[config.mk]
export PLATFORM = sky130hd
export DESIGN_NAME = pcmp_mask_unit
export DESIGN_NICKNAME = d
export VERILOG_FILES = /design/src/rtl/pcmp_pkg.sv /design/src/rtl/pcmp_lane_cmp.sv /design/src/rtl/pcmp_lane_bank.sv /design/src/rtl/pcmp_mask_unit.sv
export SDC_FILE = /design/constraint.sdc
export NUM_CORES = 1
export LEC_CHECK = 0
export BUFFER_PORTS_ARGS = -buffer_cell sky130_fd_sc_hd__buf_4
export CORE_ASPECT_RATIO = 0.75
export CORE_MARGIN = 8
export CORE_UTILIZATION = 52
export CTS_CLUSTER_DIAMETER = 100
export DETAILED_ROUTE_END_ITERATION = 10
export GPL_TIMING_DRIVEN = 0
export PLACE_DENSITY = 0.89
export SLEW_MARGIN = 30
export SYNTH_ARGS = -nofsm -noshare
export SYNTH_HDL_FRONTEND = slang
export SYNTH_HIERARCHICAL = 1
export SYNTH_SLANG_ARGS = --single-unit
export TNS_END_PERCENT = 5
[constraint.sdc]
create_clock -name clk -period 3.15 [get_ports clk]
set_input_delay 0.1575 -clock clk [delete_from_list [all_inputs] [get_ports clk]]
set_output_delay 0.1575 -clock clk [all_outputs]
set_load 0.01 [all_outputs]
[src/rtl/pcmp_pkg.sv]
package pcmp_pkg;

    // Predicate codes as driven on pred_sel
    typedef enum logic [1:0] {
        PRED_GT = 2'b00,
        PRED_EQ = 2'b01,
        PRED_LE = 2'b10,
        PRED_NE = 2'b11
    } pcmp_pred_e;

endpackage

[src/rtl/pcmp_lane_cmp.sv]
module pcmp_lane_cmp
    import pcmp_pkg::*;
#(
    parameter int LANE_W = 16
) (
    input  logic [LANE_W-1:0] lane_a,
    input  logic [LANE_W-1:0] lane_b,
    input  pcmp_pred_e        pred,
    output logic              hit
);

    logic a_gt;
    logic a_eq;

    // Unsigned magnitude and equality, shared by all four predicates
    always_comb begin
        a_gt = (lane_a > lane_b);
        a_eq = (lane_a == lane_b);
        case (pred)
            PRED_GT: hit = a_gt;
            PRED_EQ: hit = a_eq;
            PRED_LE: hit = ~a_gt;
            PRED_NE: hit = ~a_eq;
            default: hit = 1'b0;
        endcase
    end

endmodule

[src/rtl/pcmp_lane_bank.sv]
module pcmp_lane_bank
    import pcmp_pkg::*;
#(
    parameter int DATA_W = 64,
    parameter int LANE_W = 16
) (
    input  logic [DATA_W-1:0]        opa,
    input  logic [DATA_W-1:0]        opb,
    input  pcmp_pred_e               pred,
    output logic [DATA_W/LANE_W-1:0] hits
);

    localparam int NLANES = DATA_W / LANE_W;

    for (genvar gi = 0; gi < NLANES; gi++) begin : g_lane
        pcmp_lane_cmp #(
            .LANE_W (LANE_W)
        ) u_cmp (
            .lane_a (opa[gi*LANE_W +: LANE_W]),
            .lane_b (opb[gi*LANE_W +: LANE_W]),
            .pred   (pred),
            .hit    (hits[gi])
        );
    end

endmodule

[src/rtl/pcmp_mask_unit.sv]
module pcmp_mask_unit
    import pcmp_pkg::*;
#(
    parameter int DATA_W   = 64,
    parameter int NARROW_W = 16,
    parameter int WIDE_W   = 32
) (
    input  logic              clk,
    input  logic              rst_n,
    input  logic [1:0]        pred_sel,
    input  logic              wide_sel,
    input  logic [DATA_W-1:0] opa,
    input  logic [DATA_W-1:0] opb,
    output logic [DATA_W-1:0] mask_out
);

    localparam int N_NARROW = DATA_W / NARROW_W;
    localparam int N_WIDE   = DATA_W / WIDE_W;

    typedef struct packed {
        logic [DATA_W-1:0] mask;
    } mask_state_t;

    mask_state_t st_d;
    mask_state_t st_q;

    pcmp_pred_e             pred;
    logic [N_NARROW-1:0]    hits_narrow;
    logic [N_WIDE-1:0]      hits_wide;

    assign pred = pcmp_pred_e'(pred_sel);

    pcmp_lane_bank #(
        .DATA_W (DATA_W),
        .LANE_W (NARROW_W)
    ) u_bank_narrow (
        .opa  (opa),
        .opb  (opb),
        .pred (pred),
        .hits (hits_narrow)
    );

    pcmp_lane_bank #(
        .DATA_W (DATA_W),
        .LANE_W (WIDE_W)
    ) u_bank_wide (
        .opa  (opa),
        .opb  (opb),
        .pred (pred),
        .hits (hits_wide)
    );

    // Pack the chosen lane hits at the bottom, clear everything above
    always_comb begin
        st_d = '0;
        if (wide_sel) begin
            st_d.mask[N_WIDE-1:0] = hits_wide;
        end else begin
            st_d.mask[N_NARROW-1:0] = hits_narrow;
        end
    end

    always_ff @(posedge clk) begin
        if (!rst_n) begin
            st_q <= '0;
        end else begin
            st_q <= st_d;
        end
    end

    assign mask_out = st_q.mask;

    // Set once a capture has happened since reset, so $past is meaningful
    logic chk_armed_q;
    always_ff @(posedge clk) begin
        if (!rst_n) begin
            chk_armed_q <= 1'b0;
        end else begin
            chk_armed_q <= 1'b1;
        end
    end

    assert_narrow_upper_zero_R4: assert property (@(posedge clk) disable iff (!rst_n)
        (chk_armed_q && !$past(wide_sel)) |-> (mask_out[DATA_W-1:N_NARROW] == '0));

    assert_wide_upper_zero_R6: assert property (@(posedge clk) disable iff (!rst_n)
        (chk_armed_q && $past(wide_sel)) |-> (mask_out[DATA_W-1:N_WIDE] == '0));

    assert_eq_all_lanes_R8: assert property (@(posedge clk) disable iff (!rst_n)
        (chk_armed_q && $past(pred_sel) == PRED_EQ && $past(opa) == $past(opb) && !$past(wide_sel))
        |-> (mask_out[N_NARROW-1:0] == '1));

    assert_ne_same_ops_R9: assert property (@(posedge clk) disable iff (!rst_n)
        (chk_armed_q && $past(pred_sel) == PRED_NE && $past(opa) == $past(opb))
        |-> (mask_out == '0));

    assert_gt_same_ops_R9: assert property (@(posedge clk) disable iff (!rst_n)
        (chk_armed_q && $past(pred_sel) == PRED_GT && $past(opa) == $past(opb))
        |-> (mask_out == '0));

    assert_le_same_ops_R5: assert property (@(posedge clk) disable iff (!rst_n)
        (chk_armed_q && $past(pred_sel) == PRED_LE && $past(opa) == $past(opb) && $past(wide_sel))
        |-> (mask_out == DATA_W'((1 << N_WIDE) - 1)));

    assert_reset_clears_R1: assert property (@(posedge clk)
        !rst_n |=> (mask_out == '0));

endmodule

==> out/qor.yml <==
outcome: "completed"
synth_compound_area_share_pct: 15.44
n_antenna_cell: 0
dp_hpwl_mm: 10.92
seq_area_frac_synth_pct: 1.984
synth_ff_type: "dfxtp_1"
drive_gt1_share_pct: 29.51
crit_path_end_kind: "flop"
boundaryPins: 197
final_design_area_no_fill_sq_mm: 0.005445
synth_xor_area_share_pct: 2.605
p_per_area_mw_per_mm2: 152.8
grt.total_usage_pct: 20.45
avgRoutedWirePerCell_um: 13.70
post-cts-setup-buffers: 0
ctsHoldBuffers: 0
synth_cell_types: 30
hold_ws_ns: 0.1908
p_leak_uw: 0.003378
min_period_over_period_pct: 60.77
intPower_uw: 471.5
setup_viol: 0
cts_resized: 0
crit_arrival_ns: 2.06
vias_per_cell: 4.866
numCtsBuffers: 3
switchingPower_uw: 360.3
grt_pass1_vias: 4448
fin_cells: 850
drc: 0
synth_top_area_share_pct: 39.69
synth_warnings: 6
area_growth_pct: 34.95
comb_power_share_pct: 80.3
clockBufferDepth: 2
syn_area_sq_mm: 0.004035
synth_edf_count: 0
synth.area.mux_share_pct: 0.4961
synth_top_family_by_area: "adder cells"
final-seq-area_sq_um: 80.08
drt_wl_total_mm: 11.64
synth_top_area_cell: "ha_1"
critPathMaxFanout: 4
yosysMostFrequentCell: "inv_1"
rows: 27
power_frac_seq_pct: 6.8
first_pass_iters: 4
cap_violations: 0
crit_type: "primary input to flop"
synth_seq_cells: 4
clk_pin_slew_ns: 0.03
multiInputGateArea_sq_mm: 0.003208
tns_ns: 0
cts_tree: "yes"
fmax_mhz: 522.4
cp.required_ns: 3.30
async_flop_share_pct: 0
synthSimpleGateAreaFrac_pct: 15.69
power_frac_clock_pct: 12.9
grt_pass1_wl_mm: 19.25
n_fill_cell: 605
startpoint_type: "primary input"
overflow: 0
syn_inst: 551
min_period_ns: 1.914
finalWeightedCongestion: 0.8527
timing.final.hold_violations: 0
drtIter0Drc: 131
hold_class: "primary input to flop"
largest_reg_flops: 4
synthAdderAreaFrac_pct: 39.69
antenna_found_initial: 0
syn_avg_cell_area_sq_um: 7.323
finalNetCount: 1012
final_core_util_pct: 73.27
grt_setup_unrepaired: "false"
irDropWorstVdd_mv: 0.09355
synth_area_leaders: "ha_1 (40%), inv_1 (13%), buf_4 (11%)"
place_area_sq_mm: 0.005404
hold_path_depth: 2
cts-root-buf: "clkbuf_8"
netSwitchingFraction_pct: 43.32
synthTopCellsByCount: "inv_1 (138), ha_1 (128), buf_4 (60)"
cts-htree-levels: 1
min_to: "mask_out[1]$_SDFF_PN0_"
grt_max_degree: 15
vias: 4136
maxSlewViolCount: 0
fp.dieH_um: 92.29
die_w_um: 117.7
min-delay-start: "rst_n"
port_buffers: 136
antenna_left: 0
cts_sinks: 4
coreArea_sq_mm: 0.007432
dpl.cell_count: 847
dieArea_sq_mm: 0.01086
start_util_pct: 54.29
[metrics by stage]
stage / power, uW / setup slack [ns]
CTS: 826.7 / 1.283
finish: 831.8 / 1.236
global route: 923.0 / 1.104
global placement: 678.4 / 1.091
detailed placement: 714.0 / 1.067
floorplan: 456.3 / 1.423
[metal layers]
metal / vias to the layer above / GRT usage [%] / routed length [um]
met5: - / 0 / 0
met4: 0 / 7.014 / 284
met3: 22 / 2.971 / 680
met2: 131 / 39.68 / 5856
met1: 1824 / 22.41 / 4822
li1: 2159 / - / -
[how the worst max path moves through the flow]
stage               cells past startpoint                     end  slack (ns)     from
finish                                 10  mask_out[1]$_SDFF_PN0_        1.24  opa[46]
floorplan                              10  mask_out[0]$_SDFF_PN0_        1.42  opb[14]
global route                           10  mask_out[0]$_SDFF_PN0_        1.10  opa[14]
detailed placement                     10  mask_out[0]$_SDFF_PN0_        1.07  opa[14]
CTS                                    10  mask_out[1]$_SDFF_PN0_        1.28  opa[46]
global placement                       10  mask_out[0]$_SDFF_PN0_        1.09  opa[14]
[critical path: stages]
cell and delay [ns]:
buf_4 0.11, ha_1 0.32, nand4_1 0.21, nor2_1 0.08, a221o_1 0.34, o31ai_1 0.30
a21boi_2 0.23, xnor2_1 0.13, mux2i_1 0.09, nor2b_1 0.10
[power by group through the flow]
stage               Clock, uW  Sequential (uW)  Combinational (uW)
finish                    107             56.7                 668
global route              112             57.0                 754
CTS                       110             56.8                 660
detailed placement          0             57.5                 656
global placement            0             57.2                 621
floorplan                   0             59.6                 397
[logic make-up after synthesis]
family          Yosys count
other cells               1
xor+xnor                 12
simple gates            100
flops                     4
fa+ha+maj               128
mux                       2
buf+inv                 198
compound gates          106
[layout by cell type (no fill, tap or decap), types with 3 or more instances in the layout]
cell type,n
nor4_2,8
o21ai_1,4
ha_1,128
nand4_1,24
o221ai_1,4
a2111oi_0,8
xor2_1,10
a211oi_1,4
clkbuf_8,3
a21oi_1,56
inv_1,138
nand2b_1,4
nor2b_1,4
nand4_2,8
o21ai_0,20
conb_1,60
dfxtp_1,4
nand2_1,36
nor2_1,6
nand3_1,4
buf_4,196
[final cells by class]
class | count | area share [%]
Clock buffer | 3 | 0.7583
Buffer | 60 | 8.272
Inverter | 138 | 9.513
Timing Repair Buffer | 136 | 18.75
Tap cell | 101 | 2.321
Multi-Input combinational cell | 408 | 58.92
Sequential cell | 4 | 1.471
(Power assumes the default switching activity.)
